File: config.mk
export PLATFORM = sky130hd
export DESIGN_NAME = sspb_sram_core
export DESIGN_NICKNAME = d
export VERILOG_FILES = /design/src/rtl/sspb_pkg.sv /design/src/rtl/sspb_cmd_decode.sv /design/src/rtl/sspb_wake_timer.sv /design/src/rtl/sspb_lane_array.sv /design/src/rtl/sspb_read_pipe.sv /design/src/rtl/sspb_sram_core.sv
export SDC_FILE = /design/constraint.sdc
export NUM_CORES = 1
export LEC_CHECK = 0
export BUFFER_PORTS_ARGS = -buffer_cell sky130_fd_sc_hd__buf_2
export CAP_MARGIN = 20
export CORE_MARGIN = 5
export CORE_UTILIZATION = 47
export CTS_CLUSTER_DIAMETER = 120
export CTS_CLUSTER_SIZE = 12
export DETAILED_ROUTE_END_ITERATION = 6
export PLACE_DENSITY = 0.7
export REMOVE_ABC_BUFFERS = 1
export SETUP_SLACK_MARGIN = 0.1
export SLEW_MARGIN = 5
export SYNTH_ARGS = -nofsm -noshare
export SYNTH_HDL_FRONTEND = slang
export SYNTH_HIERARCHICAL = 1
export SYNTH_SLANG_ARGS = --single-unit
File: constraint.sdc
create_clock -name clk -period 3.7 [get_ports clk]
set_clock_uncertainty 0.05 [all_clocks]
set_input_delay 0.185 -clock clk [delete_from_list [all_inputs] [get_ports clk]]
set_output_delay 0.185 -clock clk [all_outputs]
set_load 0.02 [all_outputs]
File: src/rtl/sspb_pkg.sv
// Shared types for the synchronous SRAM core.
// Assumes: nothing beyond IEEE 1800-2017.
package sspb_pkg;
    typedef enum logic [1:0] {
        CMD_IDLE  = 2'd0,
        CMD_READ  = 2'd1,
        CMD_WRITE = 2'd2
    } cmd_e;

    // True when the three chip enables all select the device.
    function automatic logic chip_sel(input logic c1_n, input logic c2, input logic c3_n);
        return !c1_n && c2 && !c3_n;
    endfunction
endpackage

File: src/rtl/sspb_cmd_decode.sv
// Decodes one clock cycle into idle, read or write, with a per-lane write mask.
// Global write outranks byte write. Assumes: hold covers sleep, wake-up and reset.
module sspb_cmd_decode
    import sspb_pkg::*;
#(
    parameter int NBYTE = 2
) (
    input  logic             acc_vld,
    input  logic             ce1_n,
    input  logic             ce2,
    input  logic             ce3_n,
    input  logic             gw_n,
    input  logic             bwe_n,
    input  logic [NBYTE-1:0] bsel_n,
    input  logic             hold,
    output cmd_e             cmd,
    output logic [NBYTE-1:0] wr_mask
);
    logic             take;
    logic [NBYTE-1:0] lane_sel;

    // Purpose: pick the lanes to write from the write-control priority.
    always_comb begin
        if (!gw_n)      lane_sel = '1;
        else if (bwe_n) lane_sel = '0;
        else            lane_sel = ~bsel_n;
    end

    // Purpose: classify the cycle and gate the mask with acceptance.
    always_comb begin
        take = acc_vld && !hold && chip_sel(ce1_n, ce2, ce3_n);
        if (!take) begin
            cmd     = CMD_IDLE;
            wr_mask = '0;
        end else if (|lane_sel) begin
            cmd     = CMD_WRITE;
            wr_mask = lane_sel;
        end else begin
            cmd     = CMD_READ;
            wr_mask = '0;
        end
    end
endmodule

File: src/rtl/sspb_wake_timer.sv
// Counts clock cycles after sleep is released and holds off decodes until done.
// Assumes: sleep may change at any time. The counter reloads while sleep is high.
module sspb_wake_timer #(
    parameter int WAKE_CYC = 4
) (
    input  logic clk,
    input  logic rst_n,
    input  logic sleep,
    output logic busy
);
    localparam int CW = $clog2(WAKE_CYC + 1) + 1;

    logic [CW-1:0] cnt;

    // Purpose: reload on sleep, clear on reset, count down to zero otherwise.
    always_ff @(posedge clk or posedge sleep) begin
        if (sleep)           cnt <= CW'(WAKE_CYC);
        else if (!rst_n)     cnt <= '0;
        else if (cnt != '0)  cnt <= cnt - 1'b1;
    end

    assign busy = (cnt != '0);
endmodule

File: src/rtl/sspb_lane_array.sv
// Storage split into byte lanes, each written under its own mask bit.
// Read is combinational from rd_addr. Assumes: contents are not reset.
module sspb_lane_array #(
    parameter int LANE_W = 9,
    parameter int NBYTE  = 2,
    parameter int AW     = 6
) (
    input  logic                    clk,
    input  logic [NBYTE-1:0]        wr_mask,
    input  logic [AW-1:0]           wr_addr,
    input  logic [NBYTE*LANE_W-1:0] wdata,
    input  logic [AW-1:0]           rd_addr,
    output logic [NBYTE*LANE_W-1:0] rd_word
);
    localparam int DEPTH = 1 << AW;

    for (genvar g = 0; g < NBYTE; g++) begin : g_lane
        logic [LANE_W-1:0] mem [DEPTH];

        // Purpose: store this lane when its mask bit is set.
        always_ff @(posedge clk) begin
            if (wr_mask[g]) mem[wr_addr] <= wdata[g*LANE_W +: LANE_W];
        end

        assign rd_word[g*LANE_W +: LANE_W] = mem[rd_addr];
    end
endmodule

File: src/rtl/sspb_read_pipe.sv
// Two-register read path: a command/address stage, then an output data stage.
// Sleep clears both stages at once. Assumes: rd_word is read from s1_addr.
module sspb_read_pipe #(
    parameter int WORD_W = 18,
    parameter int AW     = 6
) (
    input  logic              clk,
    input  logic              rst_n,
    input  logic              sleep,
    input  logic              oe_n,
    input  logic              rd_cmd,
    input  logic [AW-1:0]     addr,
    input  logic [WORD_W-1:0] rd_word,
    output logic [AW-1:0]     s1_addr,
    output logic              s1_rd,
    output logic [WORD_W-1:0] rdata,
    output logic              dq_oe
);
    logic s2_vld;

    // Purpose: first stage holds the registered read command and address.
    always_ff @(posedge clk or posedge sleep) begin
        if (sleep)       s1_rd <= 1'b0;
        else if (!rst_n) s1_rd <= 1'b0;
        else             s1_rd <= rd_cmd;
    end

    // Purpose: address register, no reset needed.
    always_ff @(posedge clk) begin
        s1_addr <= addr;
    end

    // Purpose: output stage captures array data for reads.
    always_ff @(posedge clk or posedge sleep) begin
        if (sleep)       s2_vld <= 1'b0;
        else if (!rst_n) s2_vld <= 1'b0;
        else             s2_vld <= s1_rd;
    end

    // Purpose: output data register, loaded only by a read.
    always_ff @(posedge clk) begin
        if (!rst_n)     rdata <= '0;
        else if (s1_rd) rdata <= rd_word;
    end

    assign dq_oe = s2_vld && !oe_n && !sleep;

    AST_RD_REACHES_OUT: assert property (@(posedge clk) disable iff (!rst_n || sleep)
        s1_rd |=> s2_vld);
    AST_NONREAD_SILENT: assert property (@(posedge clk) disable iff (!rst_n || sleep)
        !s1_rd |=> !s2_vld);
    AST_SLEEP_FLUSH: assert property (@(posedge clk) disable iff (!rst_n)
        sleep |=> (!s2_vld && !s1_rd));
endmodule

File: src/rtl/sspb_sram_core.sv
// Top of the synchronous SRAM core: decode, wake-up hold-off, lane storage, read pipe.
// Assumes: the address comes from an external burst generator, one word per cycle.
module sspb_sram_core
    import sspb_pkg::*;
#(
    parameter int DBITS    = 8,
    parameter int NBYTE    = 2,
    parameter int AW       = 6,
    parameter int WAKE_CYC = 4
) (
    input  logic                          clk,
    input  logic                          rst_n,
    input  logic                          sleep,
    input  logic                          oe_n,
    input  logic                          ce1_n,
    input  logic                          ce2,
    input  logic                          ce3_n,
    input  logic                          acc_vld,
    input  logic                          gw_n,
    input  logic                          bwe_n,
    input  logic [NBYTE-1:0]              bsel_n,
    input  logic [AW-1:0]                 addr,
    input  logic [NBYTE*(DBITS+1)-1:0]    wdata,
    output logic [NBYTE*(DBITS+1)-1:0]    rdata,
    output logic                          dq_oe
);
    localparam int LANE_W = DBITS + 1;
    localparam int WORD_W = NBYTE * LANE_W;

    cmd_e              cmd;
    logic [NBYTE-1:0]  wr_mask;
    logic              wake_busy;
    logic              hold;
    logic [AW-1:0]     s1_addr;
    logic              s1_rd;
    logic [WORD_W-1:0] rd_word;

    assign hold = sleep || wake_busy || !rst_n;

    sspb_wake_timer #(.WAKE_CYC(WAKE_CYC)) u_wake (
        .clk(clk), .rst_n(rst_n), .sleep(sleep), .busy(wake_busy)
    );

    sspb_cmd_decode #(.NBYTE(NBYTE)) u_dec (
        .acc_vld(acc_vld), .ce1_n(ce1_n), .ce2(ce2), .ce3_n(ce3_n),
        .gw_n(gw_n), .bwe_n(bwe_n), .bsel_n(bsel_n), .hold(hold),
        .cmd(cmd), .wr_mask(wr_mask)
    );

    sspb_lane_array #(.LANE_W(LANE_W), .NBYTE(NBYTE), .AW(AW)) u_arr (
        .clk(clk), .wr_mask(wr_mask), .wr_addr(addr), .wdata(wdata),
        .rd_addr(s1_addr), .rd_word(rd_word)
    );

    sspb_read_pipe #(.WORD_W(WORD_W), .AW(AW)) u_pipe (
        .clk(clk), .rst_n(rst_n), .sleep(sleep), .oe_n(oe_n),
        .rd_cmd(cmd == CMD_READ), .addr(addr), .rd_word(rd_word),
        .s1_addr(s1_addr), .s1_rd(s1_rd), .rdata(rdata), .dq_oe(dq_oe)
    );

    AST_GW_ALL_LANES: assert property (@(posedge clk) disable iff (!rst_n)
        (cmd != CMD_IDLE && !gw_n) |-> (wr_mask == '1));
    AST_WAKE_NO_WRITE: assert property (@(posedge clk) disable iff (!rst_n)
        wake_busy |-> (wr_mask == '0 && cmd == CMD_IDLE));
    AST_WRITE_NO_DRIVE: assert property (@(posedge clk) disable iff (!rst_n)
        (|wr_mask) |=> ##1 !dq_oe);
    AST_DESEL_NO_WRITE: assert property (@(posedge clk) disable iff (!rst_n)
        !chip_sel(ce1_n, ce2, ce3_n) |-> (wr_mask == '0));
endmodule

# Word level (Yosys, flattened, before mapping)

Memories as Yosys holds them, arrays and structs flattened. A register that Yosys moved wholly into a read port is not among the register bits.
Cells that the tools add are included.

Output and inout port bits: 19
Word-level logic and storage cells: 42
RAM bits: 1152
Memories: 2
Register bits: 12
Input port bits: 36

Reductions and logical operators: 18
Multiplexer cells: 14
Add/subtract/negate cells: 1
Equality and inequality tests: 2
Bitwise operators: 1

Memory list:

| memory              | words | width | rd ports | clocked after Yosys merged registers in | wr ports | line                  | text |
|---|---|---|---|---|---|---|---|
| u_arr.g_lane[0].mem | 64    | 9     | 1        | 1                                       | 1        | sspb_lane_array.sv:18 | `logic [LANE_W-1:0] mem [DEPTH];` |
| u_arr.g_lane[1].mem | 64    | 9     | 1        | 1                                       | 1        | sspb_lane_array.sv:18 |  |

Operators by type and width:

| kind                                                | number |
|---|---|
| 2-to-1 mux 2 bit                                    | 6 |
| zero test 1 bit                                     | 8 |
| 2-to-1 mux 4 bit                                    | 2 |
| logical AND 1 bit                                   | 6 |
| 2-to-1 mux 1 bit                                    | 6 |
| nonzero test 4 bit                                  | 1 |
| subtractor 4 x 1 -> 4 bit, second input constant    | 1 |
| equality test 2 x 1 -> 1 bit, second input constant | 1 |
| logical OR 1 bit                                    | 2 |
| != test 2 x 1 -> 1 bit, second input constant       | 1 |
| NOT 2 bit                                           | 1 |
| OR reduction 2 bit                                  | 1 |

# Longest topological paths before layout

Depth after elaboration: 9
Gate-level depth with buffers: 12
Depth with buffers taken out: 9

# Modules after synthesis

The synthesis kept the hierarchy.

Modules (own cells, without submodules):

| module          | cells an instance | area each (sq um) | times used | seq. area each (sq um) |
|---|---|---|---|---|
| sspb_lane_array | 2005              | 44604.0           | 1          | 34593.2 |
| sspb_read_pipe  | 70                | 887.1             | 1          | 530.5 |
| sspb_wake_timer | 22                | 226.5             | 1          | 101.3 |
| sspb_cmd_decode | 10                | 90.1              | 1          | 0.0 |
| sspb_sram_core  | 2                 | 15.0              | 1          | 0.0 |

# Least setup slack after synthesis

OpenSTA, ideal clock, no wires.

Path kind: register -> register
Start: register u_wake.cnt[0]
End: memory u_arr.g_lane[0].mem[61][0], enable pin
Required time: 3276 ps
Path buffers: 1
Stages on the path, launching flop included: 11
Path slack: 110 ps
Clock period less this slack: 3590 ps
Data arrival time: 3166 ps
Setup time: 374 ps
Cells stage by stage: dfrtp_1 -> inv_1 -> ha_1 -> nor3b_1 -> inv_1 -> or3b_1 -> or4b_4 -> nor3_1 -> clkbuf_1 -> nand4_1 -> nor2_1

Word-level cells in the longest chain between the ends: 9

RTL lines:

| what                                   | line                  | text |
|---|---|---|
| start, declared                        | sspb_wake_timer.sv:13 | `logic [CW-1:0] cnt;` |
| start signal, assigned                 | sspb_wake_timer.sv:17 | `if (sleep) cnt <= CW'(WAKE_CYC);` |
| start signal, assigned                 | sspb_wake_timer.sv:19 | `else if (cnt != '0) cnt <= cnt - 1'b1;` |
| nonzero test 4 bit                     | sspb_wake_timer.sv:22 | `assign busy = (cnt != '0);` |
| named net wake_busy                    | sspb_sram_core.sv:32  | `logic wake_busy;` |
| logical OR 1 bit (2 in series)         | sspb_sram_core.sv:38  | `assign hold = sleep \|\| wake_busy \|\| !rst_n;` |
| named net hold                         | sspb_sram_core.sv:33  | `logic hold;` |
| zero test 1 bit                        | sspb_cmd_decode.sv:31 | `take = acc_vld && !hold && chip_sel(ce1_n, ce2, ce3_n);` |
| logical AND 1 bit (2 in series)        | sspb_cmd_decode.sv:31 |  |
| 2-to-1 mux 2 bit                       | sspb_cmd_decode.sv:32 | `if (!take) begin` |
| named net wr_mask[0]                   | sspb_sram_core.sv:31  | `logic [NBYTE-1:0] wr_mask;` |
| 2-to-1 mux 1 bit                       | sspb_lane_array.sv:22 | `if (wr_mask[g]) mem[wr_addr] <= wdata[g*LANE_W +: LANE_W];` |
| 2-to-1 mux 1 bit (not written as such) | sspb_lane_array.sv:22 |  |
| end, declared                          | sspb_lane_array.sv:18 |  |

The timed path passes the listed nets, and every way through them passes these cells.

# Worst setup path in the final report

Start: register u_wake.cnt[0]
End: memory u_arr.g_lane[0].mem[54][8], enable pin

The elaborated chain is that of the path after synthesis.

==> reports/results.ini <==
[placement]
numPortBuffers=54
place_area_um2=48700
dp_hpwl_um=69400
gp_congestion=0.850

[synth]
synth.avg_cell_area_um2=21.7
synth_top_flop_cell=edfxtp_1
synth-edff-count=1152
synthCells=2109
ys_seq_area_share_pct=76.9
syn_area_um2=45800
ys_types=52
ys.warnings.count=6
yosys_register_bits=1182
synth-async-reset-ratio_pct=0.508

[global_route]
grt_start_max_net_pins=68
antenna_found_initial=2
grt_pass1_wl_um=159000
grt_usage_pct=21.0
grt.overflow.total=0
grt_pass1_vias=23200

[sta]
timing.final.crit_share_pct=93.2
setup_viol=0
period_needed_ps=3450
worst_pin_slew_ps=1030
timing.fmax_ghz=0.290
rsz0062_at_grt=yes
report.final.slew_viol_count=0
hold_viol=0
slew_headroom_pct=30.9

[power]
finalPower_w=0.0261
ir_drop_mv=0.452
power_density_nw_per_um2=501
p_leak_nw=16.6

[routing]
vias=22900
drc=0
routed_wirelength_um=109000
drtIter0Drc=2790
vias_per_cell=6.11
first_pass_iters=5
ant_nets=0
post_drt_wl_per_cell_um=29.1

[finish]
fin_area_um2=52000
mostFrequentLayoutCells=1,152 x edfxtp_1, 259 x mux4_2, 208 x buf_4, 152 x nor2_1, 109 x clkbuf_16
syn_to_final_growth_pct=13.6
drive_gt1_share_pct=27.9
final_common_cell=edfxtp_1
nets=2436
fillers=7302

[clock_network]
clk_latency_ps=670
htreeDepth=3
cts_root_buf=clkbuf_16
cts_tree=done
clock_path_buffers=3
cts_buffers=108
clk_pin_slew_ps=60
cts_sinks=1182

[worst_setup_path]
crit_path_start=u_wake/cnt[0]$_DFFE_PP0P_
worstReg2RegStart=u_wake/cnt[0]$_DFFE_PP0P_
setup.worst_path.start_class=flip-flop
cp.arrival_ps=3770
endpoint_kind=flip-flop
cp.required_ps=4020
critical_path.max_fanout=9
crit_type=flip-flop to flip-flop

[status]
status=finished, final reports clean

[floorplan]
io_pins=55
rows=114
die_h_um=322
die_x_um=322
dieArea_um2=104000
core_um2=96700
initial_core_util_pct=47.4

[hold_path]
hold_start=wdata[14]
hp-class=primary input to flip-flop

[run]
maxCapViolations=0

metal layers:
metal	up-vias	track usage (%)	routed length [um]
li1	9434	-	-
met1	12000	30.0	42700
met2	1326	33.4	52400
met3	164	4.57	10800
met4	0	5.60	3020
met5	-	0	0
area by class of cell:
type	instances	area (um^2)	share of cell area, %
diodes	2	5.00	0.00962
clock buffers	177	2980	5.73
flip-flops and latches	1182	35200	67.7
inverters	17	63.8	0.123
clock inverters	6	67.6	0.130
multi-input cells	796	9800	18.8
repair buffers	294	2290	4.40
well taps	1276	1600	3.07
worst max-delay path: stages (launching register included):
cell,delay (ps)
dfrtp_1,410
inv_1,80
ha_1,200
nor3b_4,210
inv_1,50
or3b_1,370
or4b_4,600
nor3_1,210
buf_4,240
buf_4,150
buf_12,100
nand2_2,120
nor2_1,150
buf_4,200
state kept, by name, summed over array words and instances, names as in the netlist:
name              cells
u_pipe/s2_vld         1
u_pipe/s1_addr        6
u_pipe/s1_rd          1
u_wake/cnt            4
u_pipe/rdata         18
u_arr/g_lane.mem   1152
through the flow:
| stage | utilization (%) | TNS [ps] | instances | setup WS [ps] | hold WS (ps) |
|---|---|---|---|---|---|
| 2_1_floorplan | - | -185660 | 1995 | -9460 | -124 |
| 3_3_place_gp | 50.4 | 0 | 3545 | 201 | 18.3 |
| 3_5_place_dp | 50.4 | 0 | 3545 | 89.2 | 34.1 |
| 4_1_cts | 53.7 | 0 | 3741 | 131 | 3.49 |
| 5_1_grt | 53.8 | 0 | 3748 | 83.5 | 31.0 |
| 6_report | 53.8 | 0 | 3750 | 253 | 29.4 |
kinds of logic (layout without fill, tap and decap cells):
group                    after synthesis  in the layout  share of synthesized area, %
flip-flops                          1182           1182                          76.9
multiplexers                         346            346                          15.6
AND/OR/NAND/NOR                      309            309                          3.30
AO/OA/AOI/OAI                        140            140                          2.44
buffers and inverters                131            494                          1.80
adder cells (fa/ha/maj)                1              1                        0.0273
other                                  0              2                             0
cell usage after synthesis, drive strengths merged (8+ instances only):
master	number	area (um^2)
a211oi	8	65.1
a22oi	12	90.1
buf	72	602
clkbuf	42	161
dfxtp	24	480
edfxtp	1152	34600
inv	17	63.8
mux2i	61	611
mux4	285	6520
nand2	33	124
nand3	28	145
nand3b	13	101
nand4	14	87.6
nor2	155	582
nor2b	34	213
o221ai	15	131
o22a	8	70.1
o22ai	62	388
o41ai	16	208
or3b	9	78.8
power breakdown:
group,switching (W),internal [W]
combinational,0.000836,0.000511
clock,0.00453,0.00546
sequential,0.0000448,0.0147
what timing repair did:
action / in CTS / in global routing
gates cloned: 0 / 1
buffers inserted: 0 / 4
hold buffers: 13 / 1
hold endpoints to repair: 42 / 13
gates resized for setup: 1 / 13
endpoints found under the setup margin: 27 / 738
path summary, 6_finish.rpt:
check	cells past startpoint	slack (ps)	to
worst max-delay path	13	250	u_arr/g_lane[0].mem[54][8]$_DFFE_PP_
worst min-delay path	1	30	u_arr/g_lane[1].mem[13][5]$_DFFE_PP_
worst max register to register	13	250	u_arr/g_lane[0].mem[54][8]$_DFFE_PP_
worst min register to register	1	470	u_wake/cnt[3]$_DFFE_PP0P_
max in group asynchronous	4	2840	u_wake/cnt[2]$_DFFE_PP1P_
min in group asynchronous	4	510	u_pipe/s2_vld$_DFF_PP0_
(Power assumes the default switching activity.)
